==> config.mk <==
export PLATFORM = sky130hd
export DESIGN_NAME = ucs_sequencer
export DESIGN_NICKNAME = d
export VERILOG_FILES = /design/src/rtl/ucs_pkg.sv /design/src/rtl/ucs_rom.sv /design/src/rtl/ucs_next.sv /design/src/rtl/ucs_decode.sv /design/src/rtl/ucs_sequencer.sv
export SDC_FILE = /design/constraint.sdc
export NUM_CORES = 1
export LEC_CHECK = 0
export ABC_CLOCK_PERIOD_IN_PS = 2800
export CORE_MARGIN = 5
export CORE_UTILIZATION = 48
export CTS_CLUSTER_SIZE = 10
export DETAILED_ROUTE_END_ITERATION = 6
export GPL_ROUTABILITY_DRIVEN = 0
export GPL_TIMING_DRIVEN = 0
export PLACE_DENSITY = 0.77
export SYNTH_ARGS = -nofsm -noshare
export SYNTH_HDL_FRONTEND = slang
export SYNTH_SLANG_ARGS = --single-unit
==> constraint.sdc <==
create_clock -name clk -period 2.8 [get_ports clk]
set_input_delay 0.7 -clock clk [delete_from_list [all_inputs] [get_ports clk]]
set_output_delay 0.7 -clock clk [all_outputs]
set_load 0.1 [all_outputs]
==> src/rtl/ucs_pkg.sv <==
`timescale 1ns/1ps
package ucs_pkg;
  localparam int ST_W   = 5;
  localparam int DEPTH  = 1 << ST_W;
  localparam int OPC_W  = 7;
  localparam int FN_W   = 3;
  localparam int DRV_N  = 4;
  localparam int D_ALU  = 3;
  localparam int D_REG  = 2;
  localparam int D_MEM  = 1;
  localparam int D_IMM  = 0;

  localparam logic [ST_W-1:0] ST_FETCH = '0;
  localparam logic [ST_W-1:0] ST_ILL   = '1;

  typedef enum logic [2:0] {
    BR_NEXT = 3'd0, BR_JUMP = 3'd1, BR_EZ = 3'd2,
    BR_NZ   = 3'd3, BR_DISP = 3'd4, BR_SPIN = 3'd5
  } br_e;

  typedef enum logic [3:0] {
    ALU_CPA = 4'd0, ALU_CPB = 4'd1, ALU_INC4 = 4'd2, ALU_ADD = 4'd3, ALU_SUB = 4'd4
  } alu_e;

  typedef enum logic [1:0] {RS_RS1 = 2'd0, RS_RS2 = 2'd1, RS_RD = 2'd2, RS_PC = 2'd3} rsel_e;
  typedef enum logic [2:0] {IMM_I = 3'd0, IMM_U = 3'd1, IMM_S = 3'd2, IMM_J = 3'd3, IMM_B = 3'd4} imm_e;

  typedef struct packed {
    br_e              br;
    logic [ST_W-1:0]  tgt;
    logic             ir_ld;
    logic             a_ld;
    logic             b_ld;
    logic             ma_ld;
    rsel_e            rsel;
    logic             reg_wr;
    logic             reg_en;
    logic             mem_wr;
    logic             mem_en;
    alu_e             alu;
    imm_e             imm;
    logic [DRV_N-1:0] drv;
  } uinst_t;

  // Microprogram contents, one word per state.
  function automatic uinst_t uc_word(input int unsigned a);
    uinst_t u;
    u = '0;
    u.br  = BR_JUMP;
    u.tgt = ST_ILL;
    case (a)
      0:  begin u.br = BR_NEXT; u.rsel = RS_PC; u.reg_en = 1'b1; u.drv[D_REG] = 1'b1;
                u.ma_ld = 1'b1; u.a_ld = 1'b1; end
      1:  begin u.br = BR_SPIN; u.ir_ld = 1'b1; u.mem_en = 1'b1; u.drv[D_MEM] = 1'b1; end
      2:  begin u.br = BR_DISP; u.alu = ALU_INC4; u.drv[D_ALU] = 1'b1; u.rsel = RS_PC;
                u.reg_en = 1'b1; u.reg_wr = 1'b1; end
      3, 6, 11, 18:
          begin u.br = BR_NEXT; u.rsel = RS_RS1; u.reg_en = 1'b1; u.drv[D_REG] = 1'b1;
                u.a_ld = 1'b1; end
      4, 12, 19:
          begin u.br = BR_NEXT; u.rsel = RS_RS2; u.reg_en = 1'b1; u.drv[D_REG] = 1'b1;
                u.b_ld = 1'b1; end
      5:  begin u.tgt = ST_FETCH; u.alu = ALU_ADD; u.drv[D_ALU] = 1'b1; u.rsel = RS_RD;
                u.reg_en = 1'b1; u.reg_wr = 1'b1; end
      7:  begin u.br = BR_NEXT; u.imm = IMM_I; u.drv[D_IMM] = 1'b1; u.b_ld = 1'b1; end
      8:  begin u.br = BR_NEXT; u.alu = ALU_ADD; u.drv[D_ALU] = 1'b1; u.ma_ld = 1'b1; end
      9:  begin u.br = BR_SPIN; u.mem_en = 1'b1; u.drv[D_MEM] = 1'b1; u.rsel = RS_RD;
                u.reg_en = 1'b1; u.reg_wr = 1'b1; end
      10: begin u.tgt = ST_FETCH; u.mem_wr = 1'b1; end
      13: begin u.br = BR_EZ; u.tgt = ST_W'(15); u.alu = ALU_SUB; u.reg_wr = 1'b1; end
      14, 21: u.tgt = ST_FETCH;
      15, 22:
          begin u.br = BR_NEXT; u.rsel = RS_PC; u.reg_en = 1'b1; u.drv[D_REG] = 1'b1;
                u.a_ld = 1'b1; end
      16: begin u.br = BR_NEXT; u.imm = IMM_B; u.drv[D_IMM] = 1'b1; u.b_ld = 1'b1; end
      17, 24:
          begin u.tgt = ST_FETCH; u.alu = ALU_ADD; u.drv[D_ALU] = 1'b1; u.rsel = RS_PC;
                u.reg_en = 1'b1; u.reg_wr = 1'b1; end
      20: begin u.br = BR_NZ; u.tgt = ST_W'(15); u.alu = ALU_SUB; u.reg_wr = 1'b1; end
      23: begin u.br = BR_NEXT; u.imm = IMM_J; u.drv[D_IMM] = 1'b1; u.b_ld = 1'b1; end
      default: ;
    endcase
    return u;
  endfunction

  // Entry state for each decoded instruction class.
  function automatic logic [ST_W-1:0] disp_entry(input logic [OPC_W-1:0] opc,
                                                input logic [FN_W-1:0] fn);
    logic [ST_W-1:0] s;
    s = ST_ILL;
    case (opc)
      7'h33: if (fn == 3'd0) s = ST_W'(3);
      7'h03: if (fn == 3'd2) s = ST_W'(6);
      7'h63: if (fn == 3'd0) s = ST_W'(11);
             else if (fn == 3'd1) s = ST_W'(18);
      7'h6F: s = ST_W'(22);
      default: ;
    endcase
    return s;
  endfunction
endpackage

==> src/rtl/ucs_rom.sv <==
`timescale 1ns/1ps
module ucs_rom
  import ucs_pkg::*;
#(
  parameter int N_WORDS = DEPTH,
  localparam int AW = $clog2(N_WORDS)
) (
  input  logic          clk,
  input  logic [AW-1:0] addr,
  output uinst_t        data_q
);
  uinst_t rom_mem [N_WORDS];

  for (genvar a = 0; a < N_WORDS; a++) begin : g_word
    assign rom_mem[a] = uc_word(a);
  end

  always_ff @(posedge clk) begin
    data_q <= rom_mem[addr];
  end
endmodule

==> src/rtl/ucs_next.sv <==
`timescale 1ns/1ps
module ucs_next
  import ucs_pkg::*;
(
  input  logic [ST_W-1:0]  cur,
  input  br_e              br,
  input  logic [ST_W-1:0]  tgt,
  input  logic             zero,
  input  logic             busy,
  input  logic [OPC_W-1:0] opc,
  input  logic [FN_W-1:0]  fn,
  output logic [ST_W-1:0]  nxt
);
  logic [ST_W-1:0] inc;
  assign inc = ST_W'(cur + 1'b1);

  always_comb begin
    case (br)
      BR_NEXT: nxt = inc;
      BR_JUMP: nxt = tgt;
      BR_EZ:   nxt = zero ? tgt : inc;
      BR_NZ:   nxt = zero ? inc : tgt;
      BR_DISP: nxt = disp_entry(opc, fn);
      BR_SPIN: nxt = busy ? cur : inc;
      default: nxt = ST_ILL;
    endcase
  end
endmodule

==> src/rtl/ucs_decode.sv <==
`timescale 1ns/1ps
module ucs_decode
  import ucs_pkg::*;
(
  input  uinst_t     u,
  output logic       ir_ld,
  output logic       a_ld,
  output logic       b_ld,
  output logic       ma_ld,
  output logic [1:0] reg_sel,
  output logic       rf_we,
  output logic       rf_re,
  output logic       mem_we,
  output logic       mem_re,
  output logic [3:0] alu_op,
  output logic [2:0] imm_sel,
  output logic [DRV_N-1:0] drv
);
  logic unused_seq_bits;
  assign unused_seq_bits = ^{u.br, u.tgt};

  assign ir_ld   = u.ir_ld;
  assign a_ld    = u.a_ld;
  assign b_ld    = u.b_ld;
  assign ma_ld   = u.ma_ld;
  assign reg_sel = u.rsel;
  assign rf_we   = u.reg_en &  u.reg_wr;
  assign rf_re   = u.reg_en & ~u.reg_wr;
  assign mem_we  = u.mem_en &  u.mem_wr;
  assign mem_re  = u.mem_en & ~u.mem_wr;
  assign alu_op  = u.alu;
  assign imm_sel = u.imm;
  assign drv     = u.drv;
endmodule

==> src/rtl/ucs_sequencer.sv <==
`timescale 1ns/1ps
module ucs_sequencer
  import ucs_pkg::*;
(
  input  logic             clk,
  input  logic             rst,
  input  logic             alu_zero_i,
  input  logic             mem_busy_i,
  input  logic [OPC_W-1:0] ir_opc_i,
  input  logic [FN_W-1:0]  ir_fn_i,
  output logic [ST_W-1:0]  state_o,
  output logic             ir_ld_o,
  output logic             a_ld_o,
  output logic             b_ld_o,
  output logic             ma_ld_o,
  output logic [1:0]       reg_sel_o,
  output logic             rf_we_o,
  output logic             rf_re_o,
  output logic             mem_we_o,
  output logic             mem_re_o,
  output logic [3:0]       alu_op_o,
  output logic [2:0]       imm_sel_o,
  output logic             drv_alu_o,
  output logic             drv_reg_o,
  output logic             drv_mem_o,
  output logic             drv_imm_o
);
  logic [ST_W-1:0]  cur_q;
  logic [ST_W-1:0]  nxt;
  logic [ST_W-1:0]  rd_addr;
  uinst_t           uop_q;
  logic [DRV_N-1:0] drv;

  always_ff @(posedge clk) begin
    if (rst) cur_q <= ST_FETCH;
    else     cur_q <= nxt;
  end

  // The store is addressed with the state being loaded, so its
  // registered word always matches cur_q.
  assign rd_addr = rst ? ST_FETCH : nxt;

  ucs_rom #(.N_WORDS(DEPTH)) u_rom (
    .clk    (clk),
    .addr   (rd_addr),
    .data_q (uop_q)
  );

  ucs_next u_next (
    .cur  (cur_q),
    .br   (uop_q.br),
    .tgt  (uop_q.tgt),
    .zero (alu_zero_i),
    .busy (mem_busy_i),
    .opc  (ir_opc_i),
    .fn   (ir_fn_i),
    .nxt  (nxt)
  );

  ucs_decode u_dec (
    .u       (uop_q),
    .ir_ld   (ir_ld_o),
    .a_ld    (a_ld_o),
    .b_ld    (b_ld_o),
    .ma_ld   (ma_ld_o),
    .reg_sel (reg_sel_o),
    .rf_we   (rf_we_o),
    .rf_re   (rf_re_o),
    .mem_we  (mem_we_o),
    .mem_re  (mem_re_o),
    .alu_op  (alu_op_o),
    .imm_sel (imm_sel_o),
    .drv     (drv)
  );

  assign state_o   = cur_q;
  assign drv_alu_o = drv[D_ALU];
  assign drv_reg_o = drv[D_REG];
  assign drv_mem_o = drv[D_MEM];
  assign drv_imm_o = drv[D_IMM];
endmodule

# After elaboration in Yosys (flattened, before gate mapping)
# Memory sizes are Yosys's and may differ from the RTL's. A register that Yosys moved wholly into a read port is not among the register bits.
# Index checks and enable logic that the tools add are counted.
totals:
  register_bits: 5
  rom_bits: 928
  inputBits: 14
  output_inout_bits: 26
  wordCells: 33
  n_memories: 1
mem_list:
  columns: ["name", "words", "word_bits", "read_ports", "rd_ports_with_merged_regs", "write_ports", "line_no", "text"]
  rows:
  - ["(name not given)", 32, 29, 1, 1, 0, "ucs_rom.sv:19", "data_q <= rom_mem[addr];"]
op_classes:
  n_addsub: 1
  eq_ne: 11
  muxes: 10
  bitwise: 7
  reduce_logical: 2
op_table:
  columns: ["cell", "n"]
  rows:
  - ["5-bit 2-to-1 mux", 7]
  - ["5-bit one-hot mux with 6 select lines", 1]
  - ["5-bit one-hot mux with 4 select lines", 1]
  - ["7-bit == test, second input constant", 2]
  - ["3-bit by 2-bit == test with 1-bit output, second input constant", 3]
  - ["7-bit by 2-bit == test with 1-bit output, second input constant", 1]
  - ["7-bit by 6-bit == test with 1-bit output, second input constant", 1]
  - ["3-bit by 1-bit == test with 1-bit output, second input constant", 2]
  - ["3-bit == test, second input constant", 2]
  - ["3-bit zero test", 2]
  - ["5-bit inverter with 6-bit output", 1]
  - ["5-bit by 1-bit adder with 5-bit output, second input constant", 1]
  - ["1-bit AND", 4]
  - ["4-bit 2-to-1 mux", 1]
  - ["1-bit inverter", 2]

# Logic depth before layout (Yosys ltp)
logic_depth:
  word_depth: 7
  ltp_mapped: 13
  ltp_nobuf: 11

# Cells and area by module
# From an unflattened synthesis, not the netlist that was laid out.
hier_totals:
  cells_unflattened: 262
  hier_area_um2: 1990.7
by_module_without_submodules:
  columns: ["mod", "n_inst", "cells_each", "area_per_inst_um2", "seq_area_each_um2"]
  rows:
  - ["ucs_rom", 1, 145, 1166.1, 420.4]
  - ["ucs_next", 1, 86, 533.0, 0.0]
  - ["ucs_decode", 1, 21, 160.2, 0.0]
  - ["ucs_sequencer", 1, 10, 131.4, 100.1]

# Least setup slack after synthesis
# OpenSTA, ideal clock, no wires.
synth_timing:
  path_kind: "register to output"
  startpoint: "register, netlist name u_rom.data_q[11]"
  endpoint: "output mem_re_o"
  arrival_ps: 2386
  required_time_ps: 2100
  path_slack_ps: -286
  stages_incl_launch_ff: 2
  n_path_buf: 0
  path_cell_list: "dfxtp_1 > nor2b_1"
synth_between:
  elab_chain_len: 1
synth_lines:
  columns: ["element", "line_no", "text"]
  rows:
  - ["1-bit AND", "ucs_decode.sv:30", "assign mem_re = u.mem_en & ~u.mem_wr;"]
  - ["end: declaration", "ucs_sequencer.sv:20", "output logic mem_re_o,"]
# No other way between the ends.

# Final worst setup path
layout_timing:
  startpoint: "input ir_fn_i[2]"
  endpoint: "register, netlist name u_rom.data_q[24]"
layout_between:
  elab_chain_len: 7
  word_cells_on_any_way: 11
  classes_between: "2 x eq/ne; 7 x mux; 1 x bitwise; 1 x reduce/logical"
layout_lines:
  columns: ["element", "line_no", "text"]
  rows:
  - ["start: declaration", "ucs_sequencer.sv:10", "input logic [FN_W-1:0] ir_fn_i,"]
  - ["3-bit by 1-bit == test with 1-bit output", "ucs_pkg.sv:95", "else if (fn == 3'd1) s = ST_W'(18);"]
  - ["4-bit 2-to-1 mux", "ucs_pkg.sv:95", null]
  - ["5-bit 2-to-1 mux", "ucs_pkg.sv:94", "7'h63: if (fn == 3'd0) s = ST_W'(11);"]
  - ["5-bit one-hot mux with 4 select lines (*)", "ucs_pkg.sv:91", "case (opc)"]
  - ["5-bit one-hot mux with 6 select lines (*)", "ucs_next.sv:18", "case (br)"]
  - ["5-bit 2-to-1 mux (*)", null, null]
  - ["named net rd_addr[0]", "ucs_sequencer.sv:30", "logic [ST_W-1:0] rd_addr;"]
  - ["5-bit inverter with 6-bit output (not written as such) (*)", "ucs_rom.sv:19", null]
# Mark *: on every way through the listed nets, which the timed path passes. The rest lies on a longest branch.

==> impl_metrics.env <==
export IMPL_max_slew_worst_pin_slew_ns=0.995
export IMPL_maxSlewViolCount=0
export IMPL_synth_area_sq_mm=0.00227
export IMPL_setup_worst_path_start="ir_fn_i[2]"
export IMPL_crit_arrival_ns=2.91
export IMPL_place_area_sq_mm=0.00272
export IMPL_tns_ns=0
export IMPL_final_setup_viol_count=0
export IMPL_final_util=0.645
export IMPL_outcome="finished, violations left"
export IMPL_ctsHoldBuffers=0
export IMPL_antenna_found_initial=0
export IMPL_critPathTopFamily="compound AO/OA/AOI/OAI gates"
export IMPL_die_y_microns=78.8
export IMPL_r2r_end="u_rom.data_q[24]"
export IMPL_tritoncts="yes"
export IMPL_antenna_cells=0
export IMPL_synth_edf_count=0
export IMPL_avgViaCountPerCell=6.55
export IMPL_seq_area_frac_synth=0.229
export IMPL_htreeDepth=1
export IMPL_cts_path_max_buffers=2
export IMPL_cp_start_kind="input pin"
export IMPL_synth_cell_type_count=81
export IMPL_hp_class="reg -> reg"
export IMPL_route_detailed_drc=14
export IMPL_first_pass_iters=7
export IMPL_design_area_sq_mm=0.00301
export IMPL_worstSetupPathDepth=11
export IMPL_reg2reg_from="u_rom.data_q[9]"
export IMPL_synth_top_area_cell="dfxtp_1"
export IMPL_synth_area_leaders="dfxtp_1 23%, ha_1 5.0%, buf_4 4.3%, nand3_1 2.6%, a21oi_1 2.4%"
export IMPL_port_buffers=37
export IMPL_num_rows=25
export IMPL_clkLatencyLatePin_ns=0.27
export IMPL_slew_headroom=0.335
export IMPL_syn_inst=265
export IMPL_num_vias=2442
export IMPL_max_cap_violations=0
export IMPL_first_global_vias=2274
export IMPL_cts_root_buf="clkbuf_8"
export IMPL_yosysWarnings=0
export IMPL_drtAntennaViolNets=0
export IMPL_dieArea_sq_mm=0.00620
export IMPL_crit_end="u_rom.data_q[24]"
export IMPL_dpl_hpwl_microns=4750
export IMPL_routed_wl_microns=6750
export IMPL_grt_max_degree=16
export IMPL_crit_type="in -> reg"
export IMPL_wl_per_cell_microns=18.1
export IMPL_cts_clk_slew_worst_paths_ns=0.09
export IMPL_synth_commonest_cells="26 x dfxtp_1, 14 x nand2_1, 13 x buf_4"
export IMPL_synth_top_area_frac=0.229
export IMPL_fin_skew_ns=0.00543
export IMPL_path_cells="clkdlybuf4s15_1 > or3b_4 > a221oi_2 > a41o_1 > o211a_4 > nor2_1 > inv_2 > ha_4 > nand2_2 > o31ai_1 > a21boi_1"
export IMPL_grtUsageTotal=0.220
export IMPL_syn_num_nets=288
export IMPL_grt_pass1_wl_microns=11200
export IMPL_synthFlopType="dfxtp_1"
export IMPL_ys_ff_latch=26
export IMPL_fmax_mhz=362
export IMPL_start_util=0.487
export IMPL_period_share=0.987
export IMPL_nets=343
export IMPL_violations="design-rule violations"
export IMPL_cts_made_buffers=3
export IMPL_min_period_ns=2.76
export IMPL_syn_avg_cell_area_sq_um=8.56
export IMPL_die_w_microns=78.8
export IMPL_async_flop_share=0
export IMPL_yosysMostFrequentCell="dfxtp_1"
export IMPL_reg2regPathDepth=12
export IMPL_core_area_sq_mm=0.00466
export IMPL_drive_gt1_frac=0.317
export IMPL_timing_hold_ws_ns=0.931
export IMPL_area_delta_synth_final_pct=32.4
export IMPL_overflow=0
export IMPL_cpMaxStageDelayCell="or3b_4"
export IMPL_r2r_slack_ns=0.17
export IMPL_clock_sinks=26
export IMPL_io_pins=40
export IMPL_cpPeakStageDelay_ns=0.43
export IMPL_dr_first_iter_drc_count=352
export IMPL_critPathCaptureType="flop"
export IMPL_hold_viol=0
export IMPL_required_ns=2.95
export IMPL_crit_fanout=7
export IMPL_crit_buf_inv=2
## metal layers
metal  share of wire  up-vias  GRT usage
met5               0        -          0
met4           0.021        0     0.0455
met3            0.10       23     0.0522
met2            0.48      156      0.366
met1            0.39     1149      0.290
li1                -     1114          -
## stage by stage
stage	setup WS [ns]	std cells
5_1_grt	-0.00916	373
2_1_floorplan	0.000868	265
3_5_place_dp	-0.942	356
4_1_cts	0.00193	371
6_report	0.0350	373
3_3_place_gp	-0.956	356
## flip-flops by register name (all words and copies together) (netlist names)
register and count:
state_o 5, u_rom.data_q 21
## tightest hold or removal path, cell delays in order, from the launching register on
cell	delay [ns]
dfxtp_2	0.39
xnor2_1	0.14
nand2_1	0.10
o211a_4	0.19
nor2_1	0.07
## cell families after synthesis
group | after synthesis | share of synthesized area
AO/OA/AOI/OAI | 93 | 0.332
AND/OR/NAND/NOR | 92 | 0.256
buffers and inverters | 34 | 0.0887
flip-flops | 26 | 0.229
adder cells (fa/ha/maj) | 9 | 0.0496
XOR/XNOR | 8 | 0.0309
multiplexers | 2 | 0.0110
other | 1 | 0.00165
## layout by cell type, fill, tap and decap left out, types with 7 or more instances in the layout
cell type        count
buf_4               26
clkdlybuf4s50_1     26
dfxtp_1             24
nand2_1             13
nand3_1             12
a21oi_1             11
nor2_1               9
o211ai_1             7
clkbuf_2             7
o21ai_0              7
## repair_timing
item / 4_1_cts / 5_1_grt
cloned: 0 / 0
pin swaps: 10 / 13
gates resized for setup: 35 / 28
setup endpoints to repair: 20 / 12
buffers inserted: 11 / 3
## worst min-delay path by stage
stage / startpoint / to / slack, ns / cells after the start
after floorplan: u_rom.data_q[26] / state_o[0] / 0.81 / 4
after global placement: state_o[0] / u_rom.data_q[12] / 0.89 / 4
after detailed placement: state_o[0] / u_rom.data_q[12] / 0.89 / 4
after CTS: state_o[1] / state_o[1] / 0.84 / 3
after global routing: state_o[0] / state_o[0] / 0.96 / 4
final: state_o[0] / state_o[0] / 0.93 / 4
## area by class of cell
| type | count | area (sq um) |
|---|---|---|
| clock buffers | 3 | 41.3 |
| plain buffers | 24 | 176 |
| repair buffers | 51 | 442 |
| multi-input cells | 205 | 1690 |
| well taps | 54 | 67.6 |
| clock inverters | 1 | 30.0 |
| inverters | 9 | 38.8 |
| fillers | 387 | 1660 |
| flip-flops and latches | 26 | 523 |
Power is left out: the tool's default activity adds up to more than one toggle a clock period on the data nets, which glitch-free logic cannot reach.
